`src/rtl/nse_pkg.sv`:
```
package nse_pkg;

  typedef enum logic [1:0] {
    OP_CALL = 2'b00,
    OP_RET  = 2'b01,
    OP_PUSH = 2'b10,
    OP_POP  = 2'b11
  } op_e;

  function automatic logic op_writes(input op_e k);
    return (k == OP_CALL) || (k == OP_PUSH);
  endfunction

  function automatic logic op_is_reg(input op_e k);
    return (k == OP_PUSH) || (k == OP_POP);
  endfunction

endpackage

```
`src/rtl/nse_regsel.sv`:
```
module nse_regsel #(
  parameter int DW   = 8,
  parameter int NREG = 3,
  parameter int SW   = 2
) (
  input  logic [SW-1:0] sel,
  input  logic [DW-1:0] pair0,
  input  logic [DW-1:0] pair1,
  input  logic [DW-1:0] pair2,
  output logic [DW-1:0] rbyte,
  output logic          illegal
);

  logic [DW-1:0] bank [NREG];

  assign bank[0] = pair0;
  assign bank[1] = pair1;
  assign bank[2] = pair2;

  always_comb begin
    illegal = (int'(sel) >= NREG);
    rbyte   = '0;
    for (int i = 0; i < NREG; i++) begin
      if (int'(sel) == i) rbyte = bank[i];
    end
  end

endmodule

```
`src/rtl/nse_frame.sv`:
```
module nse_frame
  import nse_pkg::*;
#(
  parameter int PCW  = 13,
  parameter int DW   = 8,
  parameter int FW   = 16,
  parameter int NREG = 3,
  parameter int SW   = 2
) (
  input  op_e            kind_in,
  input  logic [PCW-1:0] pc_in,
  input  logic           cf_in,
  input  logic           zf_in,
  input  logic [DW-1:0]  rbyte_in,
  output logic [FW-1:0]  frame_out,
  input  logic [FW-1:0]  res_word,
  input  op_e            res_kind,
  input  logic           res_restore,
  input  logic [SW-1:0]  res_sel,
  input  logic           res_done,
  output logic [PCW-1:0] ret_pc,
  output logic           ret_cf,
  output logic           ret_zf,
  output logic           ret_load,
  output logic           flags_load,
  output logic [DW-1:0]  pop_data,
  output logic [NREG-1:0] reg_load
);

  localparam int PADW = FW - PCW - 2;

  // Frame packing: flags sit in the top nibble above the PC
  always_comb begin
    if (op_is_reg(kind_in)) frame_out = {{(FW-DW){1'b0}}, rbyte_in};
    else                    frame_out = {cf_in, zf_in, {PADW{1'b0}}, pc_in};
  end

  // Frame unpacking from the registered result word
  assign ret_pc     = res_word[PCW-1:0];
  assign ret_cf     = res_word[FW-1];
  assign ret_zf     = res_word[FW-2];
  assign pop_data   = res_word[DW-1:0];
  assign ret_load   = res_done && (res_kind == OP_RET);
  assign flags_load = res_done && (res_kind == OP_RET) && res_restore;

  for (genvar g = 0; g < NREG; g++) begin : g_load
    assign reg_load[g] = res_done && (res_kind == OP_POP) && (int'(res_sel) == g);
  end

endmodule

```
`src/rtl/nse_seq.sv`:
```
module nse_seq
  import nse_pkg::*;
#(
  parameter int            AW         = 8,
  parameter int            NIB_W      = 4,
  parameter int            FRAME_NIBS = 4,
  parameter int            REG_NIBS   = 2,
  parameter int            SW         = 2,
  parameter logic [AW-1:0] SP_TOP     = 8'hC0,
  localparam int           FW         = NIB_W * FRAME_NIBS,
  localparam int           CW         = $clog2(FRAME_NIBS) + 1
) (
  input  logic             clk,
  input  logic             rst,
  input  logic             op_valid,
  input  op_e              op_kind,
  input  logic             op_restore,
  input  logic [SW-1:0]    op_sel,
  input  logic             reg_illegal,
  input  logic [FW-1:0]    frame_in,
  input  logic [NIB_W-1:0] mem_rdata,
  output logic [AW-1:0]    mem_addr,
  output logic             mem_we,
  output logic [NIB_W-1:0] mem_wdata,
  output logic [AW-1:0]    sp,
  output logic             busy,
  output logic             done,
  output logic             err,
  output logic [FW-1:0]    res_word,
  output op_e              res_kind,
  output logic             res_restore,
  output logic [SW-1:0]    res_sel
);

  logic [FW-1:0] frame_q;
  logic [FW-1:0] acc_q;
  logic [FW-1:0] full_w;
  logic [AW-1:0] base_q;
  logic [CW-1:0] iss_q;
  logic [CW-1:0] cap_q;
  logic [CW-1:0] len_q;
  logic          wr_q;
  logic          pend1_q;
  logic          pend2_q;

  logic [CW-1:0] len_now;
  logic          wr_now;
  logic [AW-1:0] base_now;

  always_comb begin
    wr_now   = op_writes(op_kind);
    len_now  = op_is_reg(op_kind) ? CW'(REG_NIBS) : CW'(FRAME_NIBS);
    base_now = wr_now ? (sp - AW'(len_now)) : sp;
    full_w   = {mem_rdata, acc_q[FW-1:NIB_W]};
  end

  always_ff @(posedge clk) begin
    if (rst) begin
      sp          <= SP_TOP;
      busy        <= 1'b0;
      done        <= 1'b0;
      err         <= 1'b0;
      mem_we      <= 1'b0;
      mem_addr    <= '0;
      mem_wdata   <= '0;
      frame_q     <= '0;
      acc_q       <= '0;
      base_q      <= '0;
      iss_q       <= '0;
      cap_q       <= '0;
      len_q       <= '0;
      wr_q        <= 1'b0;
      pend1_q     <= 1'b0;
      pend2_q     <= 1'b0;
      res_word    <= '0;
      res_kind    <= OP_CALL;
      res_restore <= 1'b0;
      res_sel     <= '0;
    end else begin
      done <= 1'b0;
      err  <= 1'b0;
      if (!busy) begin
        mem_we <= 1'b0;
        if (op_valid) begin
          if (op_is_reg(op_kind) && reg_illegal) begin
            err <= 1'b1;
          end else begin
            busy        <= 1'b1;
            res_kind    <= op_kind;
            res_restore <= op_restore;
            res_sel     <= op_sel;
            frame_q     <= frame_in;
            len_q       <= len_now;
            wr_q        <= wr_now;
            base_q      <= base_now;
            iss_q       <= CW'(1);
            cap_q       <= '0;
            mem_addr    <= base_now;
            mem_we      <= wr_now;
            mem_wdata   <= frame_in[NIB_W-1:0];
            pend1_q     <= !wr_now;
            pend2_q     <= 1'b0;
            if (!wr_now) sp <= sp + AW'(len_now);
          end
        end
      end else if (wr_q) begin
        if (iss_q < len_q) begin
          mem_addr  <= base_q + AW'(iss_q);
          mem_wdata <= frame_q[int'(iss_q)*NIB_W +: NIB_W];
          iss_q     <= iss_q + CW'(1);
        end else begin
          mem_we <= 1'b0;
          done   <= 1'b1;
          busy   <= 1'b0;
          sp     <= base_q;
        end
      end else begin
        pend1_q <= (iss_q < len_q);
        pend2_q <= pend1_q;
        if (iss_q < len_q) begin
          mem_addr <= base_q + AW'(iss_q);
          iss_q    <= iss_q + CW'(1);
        end
        if (pend2_q) begin
          acc_q <= full_w;
          cap_q <= cap_q + CW'(1);
          if (cap_q == len_q - CW'(1)) begin
            done    <= 1'b1;
            busy    <= 1'b0;
            pend1_q <= 1'b0;
            pend2_q <= 1'b0;
            if (len_q == CW'(FRAME_NIBS)) res_word <= full_w;
            else res_word <= full_w >> (NIB_W * (FRAME_NIBS - REG_NIBS));
          end
        end
      end
    end
  end

  AST_WE_ONLY_BUSY: assert property (@(posedge clk) disable iff (rst) mem_we |-> busy);
  AST_DONE_PULSE: assert property (@(posedge clk) disable iff (rst) done |=> !done);
  AST_DONE_IDLE: assert property (@(posedge clk) disable iff (rst) done |-> !busy);
  AST_ERR_NO_EFFECT: assert property (@(posedge clk) disable iff (rst) err |-> (!busy && !mem_we && sp == $past(sp)));
  AST_CALL_SP_STEP: assert property (@(posedge clk) disable iff (rst) (done && res_kind == OP_CALL) |-> sp == $past(sp) - AW'(FRAME_NIBS));
  AST_RET_SP_STEP: assert property (@(posedge clk) disable iff (rst) (busy && !$past(busy) && res_kind == OP_RET) |-> sp == $past(sp) + AW'(FRAME_NIBS));

endmodule

```
`src/rtl/nib_stack_engine.sv`:
```
module nib_stack_engine
  import nse_pkg::*;
#(
  parameter int            AW         = 8,
  parameter int            NIB_W      = 4,
  parameter int            PCW        = 13,
  parameter int            DW         = 8,
  parameter int            FRAME_NIBS = 4,
  parameter int            REG_NIBS   = 2,
  parameter int            NREG       = 3,
  parameter logic [AW-1:0] SP_TOP     = 8'hC0,
  localparam int           FW         = NIB_W * FRAME_NIBS
) (
  input  logic             clk,
  input  logic             rst,
  input  logic             op_valid,
  input  logic [1:0]       op_kind,
  input  logic             op_restore,
  input  logic [1:0]       op_sel,
  input  logic [PCW-1:0]   call_pc,
  input  logic             call_cf,
  input  logic             call_zf,
  input  logic [DW-1:0]    hl_in,
  input  logic [DW-1:0]    xy_in,
  input  logic [DW-1:0]    ae_in,
  output logic [AW-1:0]    mem_addr,
  output logic             mem_we,
  output logic [NIB_W-1:0] mem_wdata,
  input  logic [NIB_W-1:0] mem_rdata,
  output logic [AW-1:0]    sp,
  output logic             busy,
  output logic             done,
  output logic             err,
  output logic [PCW-1:0]   ret_pc,
  output logic             ret_cf,
  output logic             ret_zf,
  output logic             ret_load,
  output logic             flags_load,
  output logic [DW-1:0]    pop_data,
  output logic [NREG-1:0]  reg_load
);

  op_e           kind_w;
  logic [DW-1:0] rbyte_w;
  logic          illegal_w;
  logic [FW-1:0] frame_w;
  logic [FW-1:0] res_word_w;
  op_e           res_kind_w;
  logic          res_restore_w;
  logic [1:0]    res_sel_w;

  assign kind_w = op_e'(op_kind);

  nse_regsel #(.DW(DW), .NREG(NREG), .SW(2)) u_regsel (
    .sel     (op_sel),
    .pair0   (hl_in),
    .pair1   (xy_in),
    .pair2   (ae_in),
    .rbyte   (rbyte_w),
    .illegal (illegal_w)
  );

  nse_seq #(
    .AW(AW), .NIB_W(NIB_W), .FRAME_NIBS(FRAME_NIBS),
    .REG_NIBS(REG_NIBS), .SW(2), .SP_TOP(SP_TOP)
  ) u_seq (
    .clk         (clk),
    .rst         (rst),
    .op_valid    (op_valid),
    .op_kind     (kind_w),
    .op_restore  (op_restore),
    .op_sel      (op_sel),
    .reg_illegal (illegal_w),
    .frame_in    (frame_w),
    .mem_rdata   (mem_rdata),
    .mem_addr    (mem_addr),
    .mem_we      (mem_we),
    .mem_wdata   (mem_wdata),
    .sp          (sp),
    .busy        (busy),
    .done        (done),
    .err         (err),
    .res_word    (res_word_w),
    .res_kind    (res_kind_w),
    .res_restore (res_restore_w),
    .res_sel     (res_sel_w)
  );

  nse_frame #(.PCW(PCW), .DW(DW), .FW(FW), .NREG(NREG), .SW(2)) u_frame (
    .kind_in     (kind_w),
    .pc_in       (call_pc),
    .cf_in       (call_cf),
    .zf_in       (call_zf),
    .rbyte_in    (rbyte_w),
    .frame_out   (frame_w),
    .res_word    (res_word_w),
    .res_kind    (res_kind_w),
    .res_restore (res_restore_w),
    .res_sel     (res_sel_w),
    .res_done    (done),
    .ret_pc      (ret_pc),
    .ret_cf      (ret_cf),
    .ret_zf      (ret_zf),
    .ret_load    (ret_load),
    .flags_load  (flags_load),
    .pop_data    (pop_data),
    .reg_load    (reg_load)
  );

  AST_FLAGS_NEED_RET: assert property (@(posedge clk) disable iff (rst) flags_load |-> ret_load);
  AST_LOAD_ONEHOT: assert property (@(posedge clk) disable iff (rst) $onehot0(reg_load));
  AST_LOAD_EXCLUSIVE: assert property (@(posedge clk) disable iff (rst) ret_load |-> (reg_load == '0));

endmodule

```
`config.mk`:
```
export PLATFORM = sky130hd
export DESIGN_NAME = nib_stack_engine
export DESIGN_NICKNAME = d
export VERILOG_FILES = /design/src/rtl/nse_pkg.sv /design/src/rtl/nse_regsel.sv /design/src/rtl/nse_frame.sv /design/src/rtl/nse_seq.sv /design/src/rtl/nib_stack_engine.sv
export SDC_FILE = /design/constraint.sdc
export NUM_CORES = 1
export LEC_CHECK = 0
export CAP_MARGIN = 40
export CORE_ASPECT_RATIO = 0.75
export CORE_MARGIN = 8
export CORE_UTILIZATION = 61
export DETAILED_ROUTE_END_ITERATION = 16
export DONT_BUFFER_PORTS = 1
export PLACE_DENSITY_LB_ADDON = 0.1
export SYNTH_ARGS = -nofsm -noshare
export SYNTH_HDL_FRONTEND = slang
export SYNTH_HIERARCHICAL = 1
export SYNTH_SLANG_ARGS = --single-unit
```
`constraint.sdc`:
```
create_clock -name clk -period 4.1 [get_ports clk]
set_clock_uncertainty 0.15 [all_clocks]
set_input_delay 0.41 -clock clk [delete_from_list [all_inputs] [get_ports clk]]
set_output_delay 0.41 -clock clk [all_outputs]
set_load 0.05 [all_outputs]
```
==> results of run 1 <==
[repair_timing]
action,CTS,global route
hold buffers,1,1
hold endpoints to repair,84,1
resized for setup,0,0
setup endpoints to repair,0,0
[report_power, final]
part | internal, W | switching [W] | total (W)
Sequential | 0.000924 | 0.000100 | 0.00102
Clock | 0.000271 | 0.000314 | 0.000585
Combinational | 0.000100 | 0.000144 | 0.000245
[state kept, by name (all words and copies together), names as in the netlist, 2 cells and up]
register         count
u_seq/res_kind       2
u_seq/res_word      15
u_seq/len_q          2
u_seq/mem_addr       8
u_seq/base_q         8
u_seq/frame_q       16
u_seq/res_sel        2
u_seq/mem_wdata      4
u_seq/iss_q          3
u_seq/cap_q          3
u_seq/acc_q         12
u_seq/sp             8
[per-stage QoR]
stage          hold slack (ns)  utilization  worst slack, ns  std cells
4_1_cts               0.000734        0.631             1.45        648
2_1_floorplan            0.282            -             1.53        579
3_5_place_dp             0.293        0.603             1.60        631
6_report                0.0142        0.632             1.47        649
3_3_place_gp             0.282        0.589             1.66        621
5_1_grt                0.00577        0.632             1.39        649
[area by class of cell]
| type | count | area (µm²) | area share |
|---|---|---|---|
| timing repair buffer | 16 | 176 | 0.0359 |
| tap | 105 | 131 | 0.0267 |
| multi-input combinational | 409 | 2550 | 0.519 |
| inverter | 12 | 45.0 | 0.00916 |
| sequential | 91 | 1820 | 0.371 |
| clock buffer | 13 | 169 | 0.0344 |
| clock inverter | 3 | 21.3 | 0.00433 |
[metal layers]
metal  track usage  up-vias
li1              -     1891
met3        0.0559       15
met5             0        -
met1         0.265     1852
met2         0.342      144
met4        0.0714        0
[how the worst max path moves through the flow]
stage / start / end / cells past startpoint
global route: u_seq/done / reg_load[1] / 2
floorplan: u_seq/done / reg_load[1] / 2
detailed placement: u_seq/sp[2] / u_seq/sp[7] / 6
CTS: u_seq/done / reg_load[1] / 2
global placement: u_seq/sp[2] / u_seq/sp[7] / 6
finish: u_seq/done / reg_load[1] / 2
==> flow_metrics.env, run 1 <==
export IMPL_period_share=0.641
export IMPL_crit_path_max_fanout=3
export IMPL_synth_area_per_cell_um2=8.31
export IMPL_die_width_um=119
export IMPL_tightest_slew_ns=0.876
export IMPL_clkTransAtPathRegs_ns=0.09
export IMPL_grt_overflow=0
export IMPL_nets=604
export IMPL_design_area_um2=4920
export IMPL_synth_warnings=6
export IMPL_critPathKind="flop to output pin"
export IMPL_areaGrowthSynthToFinish_pct=2.13
export IMPL_synth_cells=579
export IMPL_hold_class="input pin to flop"
export IMPL_crit_family="simple AND/OR/NAND/NOR gates"
export IMPL_avgRoutedWirePerCell_um=17.8
export IMPL_worstPathRequired_ns=3.54
export IMPL_hold_end="u_seq/sp[7]"
export IMPL_wl_met3_um=869
export IMPL_die_height_um=92.9
export IMPL_fin_tns_setup_ns=0
export IMPL_die_area_um2=11000
export IMPL_clock_path_buffers=2
export IMPL_dr_first_iter_drc_count=428
export IMPL_clk_latency_ns=0.35
export IMPL_dpl_hpwl_mm=8.15
export IMPL_post_route_min_period_ns=2.63
export IMPL_reg2reg_slack_ns=1.59
export IMPL_core_um2=7780
export IMPL_reg2reg_depth=6
export IMPL_finalWirelength_mm=11.6
export IMPL_rows=28
export IMPL_crit_chain="nand3_1, nor3b_2"
export IMPL_place_gp_congestion=0.886
export IMPL_highest_layer="met4"
export IMPL_antenna_found_initial=0
export IMPL_wl_met2_mm=5.49
export IMPL_via_count=3902
export IMPL_r2r_end="u_seq/sp[7]"
export IMPL_total_power_w=0.00185
export IMPL_p_leak_nw=1.77
export IMPL_fmax_mhz=380
export IMPL_cts_tree="done"
export IMPL_syn_area_um2=4810
export IMPL_hold_start="rst"
export IMPL_powerDensity_nw_per_um2=377
export IMPL_cp_slowest_cell="nor3b_2"
export IMPL_grt_use_total=0.210
export IMPL_antenna_cells=0
export IMPL_slew_viol_final=0
export IMPL_start_util=0.619
export IMPL_cp_start_kind="flop"
export IMPL_grt_pass1_wl_mm=19.1
export IMPL_synth_nets=644
export IMPL_via_per_inst=6.01
export IMPL_io_pins=103
export IMPL_cts_sinks=91
export IMPL_holdPathStages=1
export IMPL_n_fill_cell=717
export IMPL_post_cts_buffers=0
export IMPL_drc=0
export IMPL_placed_cell_area_um2=4690
export IMPL_critPathBufInv=0
export IMPL_rsz0062_at_grt="no"
export IMPL_finalHoldViolCount=0
export IMPL_outcome="finished clean"
export IMPL_grt_max_degree=85
export IMPL_worstReg2RegStart="u_seq/sp[2]"
export IMPL_numCtsBuffers=9
export IMPL_h_tree_depth=3
export IMPL_layout_common_cells="103 x nand2_1, 91 x dfxtp_1, 64 x a21oi_1"
export IMPL_layout_commonest_cell="nand2_1"
export IMPL_grt_pass1_vias=3782
export IMPL_max_cap_violations=0
export IMPL_drive_above_1_share=0.116
export IMPL_max_slew_margin=0.415
export IMPL_wl_met1_mm=5.06
export IMPL_endpoint_kind="output pin"
export IMPL_antenna_left=0
export IMPL_crit_arrival_ns=2.07
export IMPL_peakVddDrop_mv=0.218
export IMPL_first_pass_iters=5
export IMPL_clock_root_buffer="clkbuf_8"
export IMPL_port_buffer_count=0
export IMPL_slowest_delay_ns=0.76
export IMPL_finalSetupViolCount=0
Power figures use the tool's default switching activity.
==> inputs of run 2 (changes only) <==
clock period = 2.6 ns   (was 4.1 ns; I/O delays follow)
==> flow_metrics.env, run 2 (synthesis results as in run 1) <==
export IMPL_rsz0062_at_grt="no"
export IMPL_cts_sinks=91
export IMPL_clk_latency_ns=0.36
export IMPL_io_pins=103
export IMPL_grt_overflow=0
export IMPL_grt_pass1_vias=3823
export IMPL_grt_util_met3=0.0699
export IMPL_finalSetupViolCount=0
export IMPL_largest_register_ffs=16
export IMPL_via_per_inst=5.75
export IMPL_via_count=3879
export IMPL_hold_class="input pin to flop"
export IMPL_seq_power_share=0.550
export IMPL_max_cap_violations=0
export IMPL_p_leak_nw=1.89
export IMPL_grt_use_total=0.210
export IMPL_drive_above_1_share=0.140
export IMPL_hold_start="op_kind[0]"
export IMPL_swShare=0.314
export IMPL_max_slew_margin=0.502
export IMPL_r2r_end="u_seq/res_word[14]"
export IMPL_reg2reg_depth=9
export IMPL_fin_hold_ws_ns=0.0267
export IMPL_layout_common_cells="103 x nand2_1, 90 x dfxtp_1, 64 x a21oi_1"
export IMPL_period_share=0.939
export IMPL_dpl_hpwl_mm=8.17
export IMPL_numCtsBuffers=9
export IMPL_p_clk_frac=0.303
export IMPL_place_gp_congestion=0.870
export IMPL_antenna_left=0
export IMPL_worstReg2RegStart="u_seq/len_q[1]"
export IMPL_h_tree_depth=3
export IMPL_clkTransAtPathRegs_ns=0.10
export IMPL_design_area_um2=5090
export IMPL_n_fill_cell=703
export IMPL_grtUsageMet1=0.263
export IMPL_die_area_um2=11000
export IMPL_avgRoutedWirePerCell_um=17.2
export IMPL_fmax_mhz=410
export IMPL_slew_viol_final=0
export IMPL_p_switching_w=0.000914
export IMPL_placed_cell_area_um2=4770
export IMPL_nets=630
export IMPL_start_util=0.619
export IMPL_finalHoldViolCount=0
export IMPL_critPathKind="flop to flop"
export IMPL_cp_start_kind="flop"
export IMPL_endpoint_kind="flop"
export IMPL_drc=0
export IMPL_largest_register="u_seq/frame_q"
export IMPL_areaGrowthSynthToFinish_pct=5.77
export IMPL_worstPathRequired_ns=2.76
export IMPL_clock_path_buffers=2
export IMPL_core_um2=7780
export IMPL_layout_commonest_cell="nand2_1"
export IMPL_powerDensity_nw_per_um2=571
export IMPL_die_height_um=92.9
export IMPL_crit_path_max_fanout=7
export IMPL_antenna_found_initial=0
export IMPL_cts_tree="done"
export IMPL_antenna_cells=0
export IMPL_reg2reg_slack_ns=0.16
export IMPL_port_buffer_count=0
export IMPL_finalWirelength_mm=11.6
export IMPL_grt_busiest_layer="met2"
export IMPL_hold_end="u_seq/base_q[1]"
export IMPL_crit_arrival_ns=2.61
export IMPL_outcome="finished clean"
export IMPL_p_comb_frac=0.147
export IMPL_peakVddDrop_mv=0.302
export IMPL_post_route_min_period_ns=2.44
export IMPL_clock_root_buffer="clkbuf_8"
export IMPL_grt_use_met2=0.338
export IMPL_tightest_slew_ns=0.747
export IMPL_holdPathStages=3
export IMPL_grt_pass1_wl_mm=19.1
export IMPL_rows=28
export IMPL_grt_max_degree=96
export IMPL_fin_tns_setup_ns=0
export IMPL_die_width_um=119
export IMPL_reg_top3="u_seq/frame_q: 16 flops, u_seq/res_word: 15 flops, u_seq/acc_q: 12 flops"
export IMPL_dr_first_iter_drc_count=399
export IMPL_first_pass_iters=5
export IMPL_p_int_w=0.00200
run 2: changes by cell type in the layout (fill, tap and decap cells not counted):
cell and change:
buf_4 +25, buf_6 -9, clkbuf_8 -3, dfxtp_1 -1, dfxtp_2 +1, dlygate4sd3_1 +10
inv_6 +3, or2_2 -1, or2_4 +1
run 2: power groups by stage:
stage	Sequential [W]	Combinational, W	Clock, W
after global routing	0.00161	0.000472	0.000963
after global placement	0.00163	0.000374	0
after floorplan	0.00162	0.000334	0
after CTS	0.00160	0.000426	0.000905
final	0.00160	0.000429	0.000882
after detailed placement	0.00163	0.000384	0
run 2: layer usage:
| layer | up-vias | share of wire |
|---|---|---|
| li1 | 1950 | - |
| met1 | 1799 | 0.45 |
| met2 | 114 | 0.46 |
| met3 | 16 | 0.076 |
| met4 | 0 | 0.012 |
| met5 | - | 0 |
run 2: worst max-delay path by stage:
stage | startpoint | to | cells after the start
after floorplan | u_seq/done | reg_load[1] | 2
after global placement | u_seq/sp[1] | u_seq/mem_addr[7] | 8
after detailed placement | u_seq/sp[1] | u_seq/mem_addr[7] | 8
after CTS | u_seq/len_q[1] | u_seq/res_word[14] | 8
after global routing | u_seq/len_q[1] | u_seq/res_word[14] | 9
final | u_seq/len_q[1] | u_seq/res_word[14] | 9
run 2: final cells by class:
cell class | count | area [µm²] | share of cell area
flip-flops and latches | 91 | 1820 | 0.358
clock inverters | 6 | 47.5 | 0.00934
inverters | 12 | 45.0 | 0.00885
multi-input cells | 409 | 2550 | 0.502
well taps | 105 | 131 | 0.0258
repair buffers | 42 | 363 | 0.0713
clock buffers | 10 | 128 | 0.0251
run 2: through the flow:
| step | cells | setup slack, ns | total power, W | util |
|---|---|---|---|---|
| global placement | 647 | 0.553 | 0.00200 | 0.614 |
| finish | 675 | 0.159 | 0.00291 | 0.655 |
| global route | 675 | 0.0479 | 0.00304 | 0.655 |
| detailed placement | 647 | 0.453 | 0.00202 | 0.614 |
| CTS | 675 | 0.0980 | 0.00293 | 0.654 |
| floorplan | 579 | 0.175 | 0.00196 | - |
run 2: repair_timing:
item | CTS | global route
gates resized for setup | 0 | 2
hold buffers | 12 | 0
buffers inserted | 0 | 0
endpoints found under the hold margin | 91 | 0
setup endpoints to repair | 0 | 1
run 2: critical path, cell delays in order, from the launching register on:
cell           delay [ns]
dfxtp_2              0.38
inv_1                0.06
ha_1                 0.29
xnor2_1              0.15
nand4_1              0.22
nor2_2               0.18
buf_4                0.17
nand3_1              0.08
a21oi_1              0.16
dlygate4sd3_1        0.55
